**config.mk**
```make
export PLATFORM = sky130hd
export DESIGN_NAME = uart_irq_ident
export DESIGN_NICKNAME = d
export VERILOG_FILES = /design/src/rtl/uart_irq_pkg.sv /design/src/rtl/uart_irq_gate.sv /design/src/rtl/uart_irq_prio.sv /design/src/rtl/uart_irq_xsc.sv /design/src/rtl/uart_irq_ident.sv
export SDC_FILE = /design/constraint.sdc
export NUM_CORES = 1
export LEC_CHECK = 0
export CAP_MARGIN = 5
export CORE_MARGIN = 8
export CORE_UTILIZATION = 30
export CTS_CLUSTER_DIAMETER = 60
export DETAILED_ROUTE_END_ITERATION = 12
export PLACE_DENSITY = 0.82
export SYNTH_ARGS = -nofsm -noshare
export SYNTH_HDL_FRONTEND = slang
export SYNTH_SLANG_ARGS = --single-unit
```
**constraint.sdc**
```tcl
create_clock -name clk -period 1.57 [get_ports clk]
set_clock_uncertainty 0.05 [all_clocks]
set_input_delay 0.157 -clock clk [delete_from_list [all_inputs] [get_ports clk]]
set_output_delay 0.157 -clock clk [all_outputs]
set_load 0.05 [all_outputs]
```
**src/rtl/uart_irq_pkg.sv**
```systemverilog
package uart_irq_pkg;
  localparam int NSRC  = 8;
  localparam int CODEW = 6;
  localparam logic [CODEW-1:0] CODE_IDLE = 6'h01;
  localparam int XSC_IDX  = 6;
  localparam int EXT_BASE = 6;

  typedef enum logic {CAUSE_XOFF, CAUSE_SPCH} xsc_cause_t;

  function automatic logic [CODEW-1:0] src_code(input int idx);
    case (idx)
      0: src_code = 6'h06;
      1: src_code = 6'h0C;
      2: src_code = 6'h04;
      3: src_code = 6'h02;
      4: src_code = 6'h00;
      5: src_code = 6'h30;
      6: src_code = 6'h10;
      7: src_code = 6'h20;
      default: src_code = CODE_IDLE;
    endcase
  endfunction
endpackage

```
**src/rtl/uart_irq_gate.sv**
```systemverilog
module uart_irq_gate
  import uart_irq_pkg::*;
#(
  parameter int N  = NSRC,
  parameter int XB = EXT_BASE
) (
  input  logic [N-1:0] raw,
  input  logic [N-1:0] ie,
  input  logic         efr_en,
  output logic [N-1:0] pend
);
  for (genvar i = 0; i < N; i++) begin : g_src
    if (i >= XB) begin : g_ext
      assign pend[i] = raw[i] & ie[i] & efr_en;
    end else begin : g_std
      assign pend[i] = raw[i] & ie[i];
    end
  end
endmodule

```
**src/rtl/uart_irq_prio.sv**
```systemverilog
module uart_irq_prio
  import uart_irq_pkg::*;
#(
  parameter int N = NSRC
) (
  input  logic [N-1:0]       pend,
  output logic [CODEW-1:0]   code
);
  always_comb begin
    code = CODE_IDLE;
    for (int i = N - 1; i >= 0; i--) begin
      if (pend[i]) code = src_code(i);
    end
  end
endmodule

```
**src/rtl/uart_irq_xsc.sv**
```systemverilog
module uart_irq_xsc
  import uart_irq_pkg::*;
(
  input  logic clk,
  input  logic rst,
  input  logic arm,
  input  logic xoff_hit,
  input  logic spch_hit,
  input  logic xon_hit,
  input  logic rd_rep,
  output logic flag
);
  xsc_cause_t cause_q;
  logic       flag_q;

  always_ff @(posedge clk) begin
    if (rst) begin
      flag_q  <= 1'b0;
      cause_q <= CAUSE_XOFF;
    end else if (arm && (xoff_hit || spch_hit)) begin
      flag_q  <= 1'b1;
      cause_q <= xoff_hit ? CAUSE_XOFF : CAUSE_SPCH;
    end else if (flag_q) begin
      if ((cause_q == CAUSE_XOFF && xon_hit) ||
          (cause_q == CAUSE_SPCH && rd_rep))
        flag_q <= 1'b0;
    end
  end

  assign flag = flag_q;
endmodule

```
**src/rtl/uart_irq_ident.sv**
```systemverilog
module uart_irq_ident
  import uart_irq_pkg::*;
#(
  parameter int N = NSRC
) (
  input  logic         clk,
  input  logic         rst,
  input  logic         lsr_err,
  input  logic         rx_tmo,
  input  logic         rx_rdy,
  input  logic         tx_rdy,
  input  logic         msr_chg,
  input  logic         gpio_chg,
  input  logic         flow_chg,
  input  logic         xoff_hit,
  input  logic         spch_hit,
  input  logic         xon_hit,
  input  logic [N-1:0] ie,
  input  logic         efr_en,
  input  logic         fifo_mode,
  input  logic         rd_isr,
  output logic [7:0]   status,
  output logic         irq_n
);
  logic [N-1:0]     raw, pend;
  logic [CODEW-1:0] code;
  logic             xsc_flag, rd_rep;
  logic [7:0]       status_q;
  logic             irq_n_q;

  assign rd_rep = rd_isr && (status_q[CODEW-1:0] == src_code(XSC_IDX));

  uart_irq_xsc u_xsc (
    .clk(clk), .rst(rst), .arm(efr_en & ie[XSC_IDX]),
    .xoff_hit(xoff_hit), .spch_hit(spch_hit), .xon_hit(xon_hit),
    .rd_rep(rd_rep), .flag(xsc_flag)
  );

  assign raw = {flow_chg, xsc_flag, gpio_chg, msr_chg,
                tx_rdy, rx_rdy, rx_tmo, lsr_err};

  uart_irq_gate #(.N(N)) u_gate (
    .raw(raw), .ie(ie), .efr_en(efr_en), .pend(pend)
  );

  uart_irq_prio #(.N(N)) u_prio (.pend(pend), .code(code));

  always_ff @(posedge clk) begin
    if (rst) begin
      status_q <= {2'b00, CODE_IDLE};
      irq_n_q  <= 1'b1;
    end else begin
      status_q <= {{2{fifo_mode}}, code};
      irq_n_q  <= (code != CODE_IDLE) ? 1'b0 : 1'b1;
    end
  end

  assign status = status_q;
  assign irq_n  = irq_n_q;
endmodule

```
* Word-level counts from Yosys, hierarchy flattened
Index checks and enable logic that the tools add are counted.
Word-level totals: register bits 10, input port bits 23, output and inout bits 9, word-level logic and storage cells 37
Operators by class: bitwise logic cells 12, equal/unequal tests 2, reductions and logical operators 6, multiplexer cells 13
Operators with widths (number):
- $mux W6 | 8
- $and A1 B1 Y1 | 11
- $eq A6 B5 Y1 const B | 1
- $ne A6 B1 Y1 const B | 1
- $mux W1 | 5
- $logic_and A1 B1 Y1 | 4
- $logic_or A1 B1 Y1 | 2
- $not A1 Y1 | 1

* Logic depth before layout (Yosys ltp)
Gate-level depths: netlist of the first run.
depth in word-level cells 12, mapped depth 3

* Cells and area by module
From an unflattened synthesis of the first run, not the netlist that was laid out.
Unflattened totals: cells, all modules 50, area total of the unflattened synthesis 486.7 um^2
By module, submodules not included:
- uart_irq_ident | area an instance 256.5 um^2, sequential area each 160.2 um^2, cells each 23, times used 1
- uart_irq_prio | area an instance 92.6 um^2, sequential area each 0.0 um^2, cells each 11, times used 1
- uart_irq_xsc | area an instance 87.6 um^2, sequential area each 40.0 um^2, cells each 8, times used 1
- uart_irq_gate | area an instance 50.0 um^2, sequential area each 0.0 um^2, cells each 8, times used 1

* Worst setup path after synthesis of the first run
Ideal clock, no wire load.
path kind reg2reg, start register status_q[1], in the netlist status[1], end register u_xsc.flag_q, in the netlist u_xsc.flag, arrival time 1.229 ns, stages on the path, launching flop included 4, required time 1.388 ns, setup time 0.132 ns, slack 0.158 ns, path through dfxtp_1 or4b_1 o221ai_1 a21oi_1
Between the ends: longest elaborated chain between the ends 7
Ends and longest elaborated chain:
- from (decl) | line uart_irq_ident.sv:28 | logic [7:0] status_q;
- from (signal assigned) | line uart_irq_ident.sv:50 | status_q <= {2'b00, CODE_IDLE};
- from (signal assigned) | line uart_irq_ident.sv:53 | status_q <= {{2{fifo_mode}}, code};
- $eq A6 B5 Y1 | line uart_irq_ident.sv:31 | assign rd_rep = rd_isr && (status_q[CODEW-1:0] == src_code(XSC_IDX));
- $logic_and A1 B1 Y1 | line uart_irq_ident.sv:31
- $logic_and A1 B1 Y1 | line uart_irq_xsc.sv:25 | (cause_q == CAUSE_SPCH && rd_rep))
- $logic_or A1 B1 Y1 | line uart_irq_xsc.sv:24 | if ((cause_q == CAUSE_XOFF && xon_hit) ||
- $mux W1 | line uart_irq_xsc.sv:24
- $mux W1 | line uart_irq_xsc.sv:23 | end else if (flag_q) begin
- $mux W1 | line uart_irq_xsc.sv:20 | end else if (arm && (xoff_hit || spch_hit)) begin
- to (signal assigned) | line uart_irq_xsc.sv:18 | flag_q <= 1'b0;
- to (signal assigned) | line uart_irq_xsc.sv:21 | flag_q <= 1'b1;
- to (signal assigned) | line uart_irq_xsc.sv:26 | flag_q <= 1'b0;
- to (decl) | line uart_irq_xsc.sv:14 | logic flag_q;
No other way between the ends. A chain may end at the register's enable or synchronous reset.

* Worst setup path after layout of the first run
Ends and elaborated chain as after synthesis.

==> metrics.cfg, run 1 <==
[yosys]
seq_area_frac_synth_pct=50.6
ys_ff_latch=10
synthDistinctLibCells=23
yosys-top-cells-area=dfxtp_1 (51%), a41o_2 (5.7%), a32oi_1 (4.4%)
synth_warnings=0
syn_nets=61
synthesis.area_um2=395
synth_most_common_cell=dfxtp_1
synth_top_area_share_pct=50.6
synth_area_per_cell_um2=10.4
yosys_most_used_dff=dfxtp_1
yosys.area.top_type=dfxtp_1
synth_edf_count=0
netlist_instances=38
async_flop_share_pct=0

[timing]
rsz0062_at_grt=false
finalHoldViolCount=0
fin_ws_ps=289
slew-limit-headroom_pct=75.6
tightest_slew_ps=365
fin_setup_tns_ps=0
setup_viol=0
max_freq_ghz=0.781
drv_slew=0
finalCritPeriodShare_pct=81.6
fin_crit_ps=1280

[routing]
drc=0
ant_nets=0
vias_per_cell=5.36
vias=466
drt-total-wl_um=1240
drt-initial-drc-count=8
wire_per_inst_um=14.2
first_pass_iters=4

[critical_path]
critPathMaxStageDelay_ps=540
critPathLaunch=status[1]
endpoint=u_xsc.flag
path_buf_inv=0
crit_cells=3
start_kind=flop
crit_type=flop to flop
cp_max_fo=2
r2r-start=status[1]
required_ps=1660
worst_r2r_endpoint=u_xsc.flag
path_delay_family=simple AND/OR/NAND/NOR gates
worstPathArrival_ps=1370
reg2reg_depth=3
end_kind=flop
cp_cell_sequence=or4b_1, o221ai_1, a21oi_1
crit_slowest_cell=or4b_1
rrSetupSlack_ps=290

[clock_network]
clockBufferDepth=2
cts_tree=done
clk-insertion-delay-late_ps=260
clock_sinks=10
path_clk_slew_ps=70
cts-root-buf=clkbuf_4
postCtsSetupRepairBufs=0
h-tree-depth=1
cts_hold_buf=0
cts.repair.resized=0
numCtsBuffers=3

[global_routing]
antenna_found_initial=0
grt_use_met2_pct=18.0
use_met3_pct=7.10
grt_max_degree=11
grt_pass1_wl_um=2120
grt.total_usage_pct=10.3
busiest_layer=met2
globalRouteMet1Util_pct=9.50
grt_pass1_vias=492
grt_overflow_total=0

[die]
core_mm2=0.00127
io_pins=32
dieHeight_um=52.3
die-area_mm2=0.00274
num_rows=13
dieWidth_um=52.3
start_util_pct=31.2

[run_status]
status=completed

[placed_design]
place.gp.congestion=0.705
portBuffers=31
dpl_worst_slack_ps=49.7

[worst_hold_path]
hold_path_depth=2
hold_path.class=input port to flop

[pwr]
ir_worst_vdd_mv=0.574
p_per_area_mw_per_mm2=915
p_leak_nw=0.297

[layout]
area_growth_pct=85.8
antenna_cells=0
fin_nets=96
drive_gt1_share_pct=22.2

[job]
cap_violations=0

## flip-flops by register name (all words and copies together) (netlist names)
register,flops
u_xsc.flag,1
status,7
irq_n,1
u_xsc.cause_q,1
## through the flow
step | utilization [%] | power, mW | cell area [µm²] | hold WS [ps] | std cells
floorplan | - | 0.356 | 395 | 216 | 38
global placement | 55.0 | 0.443 | 698 | 437 | 83
detailed placement | 55.0 | 0.446 | 698 | 444 | 83
CTS | 57.9 | 0.677 | 734 | 391 | 87
global route | 57.9 | 0.705 | 734 | 414 | 87
finish | 57.9 | 0.672 | 734 | 389 | 87
## cell usage in the layout (no fill, tap or decap), types with 2 or more instances in the layout
master	synthesis	routed
clkdlybuf4s50_1	0	22
dfxtp_1	10	10
buf_4	1	10
clkbuf_4	0	3
a21oi_1	2	2
a22oi_1	2	2
a32oi_1	2	2
a41o_2	2	2
nand2_1	2	2
nor2_1	2	2
## report_power, final
group          leakage, nW  internal (mW)  switching [mW]
clock               0.0210          0.141          0.0909
combinational        0.194         0.0831          0.0821
sequential          0.0826          0.268         0.00725
## layout make-up
type                            instances  area [µm²]
Sequential cell                        10         200
Inverter                                1        3.75
Clock buffer                            4        36.3
Multi-Input combinational cell         25         180
Fill cell                             120         534
Tap cell                               15        18.8
Timing Repair Buffer                   32         295
## how the worst min path moves through the flow
| stage | startpoint | end | slack, ps |
|---|---|---|---|
| 6_report | fifo_mode | status[6] | 390 |
| 5_1_grt | fifo_mode | status[6] | 410 |
| 4_1_cts | fifo_mode | status[6] | 390 |
| 3_5_place_dp | u_xsc.flag | u_xsc.flag | 440 |
| 3_3_place_gp | u_xsc.flag | u_xsc.flag | 440 |
| 2_1_floorplan | ie[6] | u_xsc.cause_q | 220 |
## layer usage
layer  vias up  routed length, µm
li1        224                  -
met1       217                419
met3         2                146
met2        23                660
met4         0                 10
met5         -                  0
## cell families (layout without fill, tap and decap cells)
family,count (synthesis),count (layout),share of synthesized area (%)
buffers and inverters,3,37,3.80
AO/OA/AOI/OAI,15,15,30.7
AND/OR/NAND/NOR,10,10,14.9
flip-flops,10,10,50.6
Note: power is estimated with default switching activity, not from simulation.
==> run 2: changes to the inputs <==
--- a/config.mk
+++ b/config.mk
@@ -7,10 +7,10 @@
 export LEC_CHECK = 0
 export CAP_MARGIN = 5
 export CORE_MARGIN = 8
-export CORE_UTILIZATION = 30
+export CORE_UTILIZATION = 27
 export CTS_CLUSTER_DIAMETER = 60
 export DETAILED_ROUTE_END_ITERATION = 12
-export PLACE_DENSITY = 0.82
+export PLACE_DENSITY = 0.78
 export SYNTH_ARGS = -nofsm -noshare
 export SYNTH_HDL_FRONTEND = slang
 export SYNTH_SLANG_ARGS = --single-unit
==> constraint.sdc (replaced) <==
create_clock -name clk -period 1.1 [get_ports clk]
set_clock_uncertainty 0.05 [all_clocks]
set_input_delay 0.11 -clock clk [delete_from_list [all_inputs] [get_ports clk]]
set_output_delay 0.11 -clock clk [all_outputs]
set_load 0.05 [all_outputs]
==> metrics.cfg, run 2 (same netlist as run 1, synthesis figures left out) <==
[run_status]
status=complete, but fails checks  ; was completed
failed_checks=negative setup slack

[worst_hold_path]
hold_path.class=input port to flop  ; unchanged
hold-path-endpoint=status[1]  ; was status[6]
hp-start=ie[0]  ; was fifo_mode
hold_path_depth=4  ; was 2

[critical_path]
required_ps=1210  ; was 1660 ps
r2r-start=status[1]  ; unchanged
start_kind=flop  ; unchanged
rrSetupSlack_ps=-150  ; was 290 ps
critPathMaxStageDelay_ps=530  ; was 540 ps
worstPathArrival_ps=1360  ; was 1370 ps
cp_cell_sequence=or4b_4, o221ai_2, a21oi_1  ; was or4b_1, o221ai_1, a21oi_1
crit_slowest_cell=or4b_4  ; was or4b_1
cp_max_fo=2  ; unchanged
reg2reg_depth=3  ; unchanged
end_kind=flop  ; unchanged
worst_r2r_endpoint=u_xsc.flag  ; unchanged
crit_type=flop to flop  ; unchanged

[placed_design]
place.gp.congestion=0.697  ; was 0.705
dpl_worst_slack_ps=-388  ; was 49.7 ps
portBuffers=31  ; unchanged
dpl_cell_area_um2=903  ; was 698 µm²
dpl.hpwl_um=1260

[pwr]
power_frac_comb_pct=32.8  ; was 24.6%
p_int_mw=0.709  ; was 0.492 mW
clockPowerShare_pct=27.0  ; was 34.5%
netSwitchingFraction_pct=28.5  ; was 26.8%
power_switching_mw=0.283  ; was 0.180 mW
p_per_area_mw_per_mm2=1030  ; was 915 mW/mm²
seq_power_share_pct=40.1  ; was 40.9%
ir_worst_vdd_mv=0.639  ; was 0.574 mV
p_leak_nw=0.406  ; was 0.297 nW
finalPower_mw=0.992  ; was 0.672 mW

[clock_network]
clockBufferDepth=2  ; unchanged
clk-insertion-delay-late_ps=270  ; was 260 ps
numCtsBuffers=3  ; unchanged
path_clk_slew_ps=70  ; about the same
clock_sinks=10  ; unchanged
h-tree-depth=1  ; unchanged
cts-root-buf=clkbuf_4  ; unchanged
cts_tree=done  ; unchanged

[global_routing]
grt_pass1_vias=536  ; was 492
antenna_found_initial=0  ; unchanged
grt_max_degree=8  ; was 11
grt_pass1_wl_um=2350  ; was 2120 µm
grt_overflow_total=0  ; unchanged
grt.total_usage_pct=11.3  ; was 10.3%

[die]
num_rows=14  ; was 13
die-area_mm2=0.00294  ; was 0.00274 mm²
io_pins=32  ; unchanged
core_mm2=0.00144  ; was 0.00127 mm²
dieWidth_um=54.3  ; was 52.3 µm
dieHeight_um=54.3  ; was 52.3 µm
start_util_pct=27.5  ; was 31.2%

[timing]
finalCritPeriodShare_pct=114  ; was 81.6%
setup_viol=1  ; was 0
slew-limit-headroom_pct=77.5  ; was 75.6%
fin_ws_ps=-151  ; was 289 ps
drv_slew=0  ; unchanged
fin_crit_ps=1250  ; was 1280 ps
max_freq_ghz=0.799  ; was 0.781 GHz
rsz0062_at_grt=true  ; was false
finalHoldViolCount=0  ; unchanged
tightest_slew_ps=337  ; was 365 ps
worst_hold_slack_ps=183  ; was 389 ps

[routing]
wire_per_inst_um=15.3  ; was 14.2 µm
vias_per_cell=5.14  ; was 5.36
drt-initial-drc-count=6  ; was 8
drc=0  ; unchanged
drt-total-wl_um=1530  ; was 1240 µm
ant_nets=0  ; unchanged
first_pass_iters=6  ; was 4
vias=514  ; was 466

[layout]
fin_nets=108  ; was 96
area_growth_pct=144  ; was 85.8%
antenna_cells=0  ; unchanged
drive_gt1_share_pct=42.9  ; was 22.2%
final_common_cell=clkdlybuf4s50_1  ; unchanged
largest_reg_flops=7  ; unchanged
final_cell_mix=clkdlybuf4s50_1 (16), buf_4 (13), buf_12 (9), dfxtp_1 (7), dlygate4sd2_1 (5)  ; was clkdlybuf4s50_1 (22), dfxtp_1 (10), buf_4 (10), clkbuf_4 (3)
final_cell_area_um2=963  ; was 734 µm²
multi_input_area_um2=210  ; was 180 µm²
final_core_util_pct=67.1  ; was 57.9%
fill_cells=123  ; was 120
register_area_um2=209  ; was 200 µm²

[job]
cap_violations=0  ; unchanged

run 2: worst max path at each step:
stage,start,end,slack [ps],cells past startpoint
2_1_floorplan,status[1],u_xsc.flag,-200,3
3_3_place_gp,rx_rdy,status[5],-310,5
3_5_place_dp,rx_tmo,status[5],-390,5
4_1_cts,status[1],u_xsc.flag,-180,3
5_1_grt,status[1],u_xsc.flag,-200,3
6_report,status[1],u_xsc.flag,-150,3
run 2: worst max-delay path, delay by kind of cell (launching register included):
family	cells	cell delay (ps)
AO/OA/AOI/OAI	2	220
AND/OR/NAND/NOR	1	530
flip-flops	1	340
run 2: through the flow:
step | TNS [ps] | std cells
after floorplan | -196 | 38
after global placement | -1420 | 95
after detailed placement | -1710 | 95
after CTS | -177 | 100
after global routing | -203 | 100
final | -151 | 100
run 2: timing repair:
action                     in CTS  in global routing
resized for setup               7                  5
pin swaps                       2                  1
buffers inserted                1                  0
hold buffers                    0                  0
setup endpoints to repair       3                  5
run 2: metal layers:
layer | global-route usage, % | share of wire (%) | up-vias
met4 | 6.15 | 2.0 | 0
li1 | - | - | 247
met2 | 21.2 | 55 | 26
met5 | 0 | 0 | -
met3 | 5.16 | 12 | 5
met1 | 9.64 | 32 | 236
run 2: power groups by stage:
stage          registers (mW)  clock network [mW]  logic [mW]
4_1_cts                 0.397               0.266       0.322
3_5_place_dp            0.405                   0       0.318
3_3_place_gp            0.404                   0       0.312
5_1_grt                 0.400               0.289       0.344
2_1_floorplan           0.455                   0      0.0526
6_report                0.398               0.268       0.326
run 2: layout make-up:
class / instances / share of cell area (%)
clock buffers: 4 / 2.73
inverters: 1 / 0.390
multi-input cells: 25 / 21.8
flip-flops and latches: 10 / 21.7
well taps: 16 / 2.08
repair buffers: 44 / 51.3
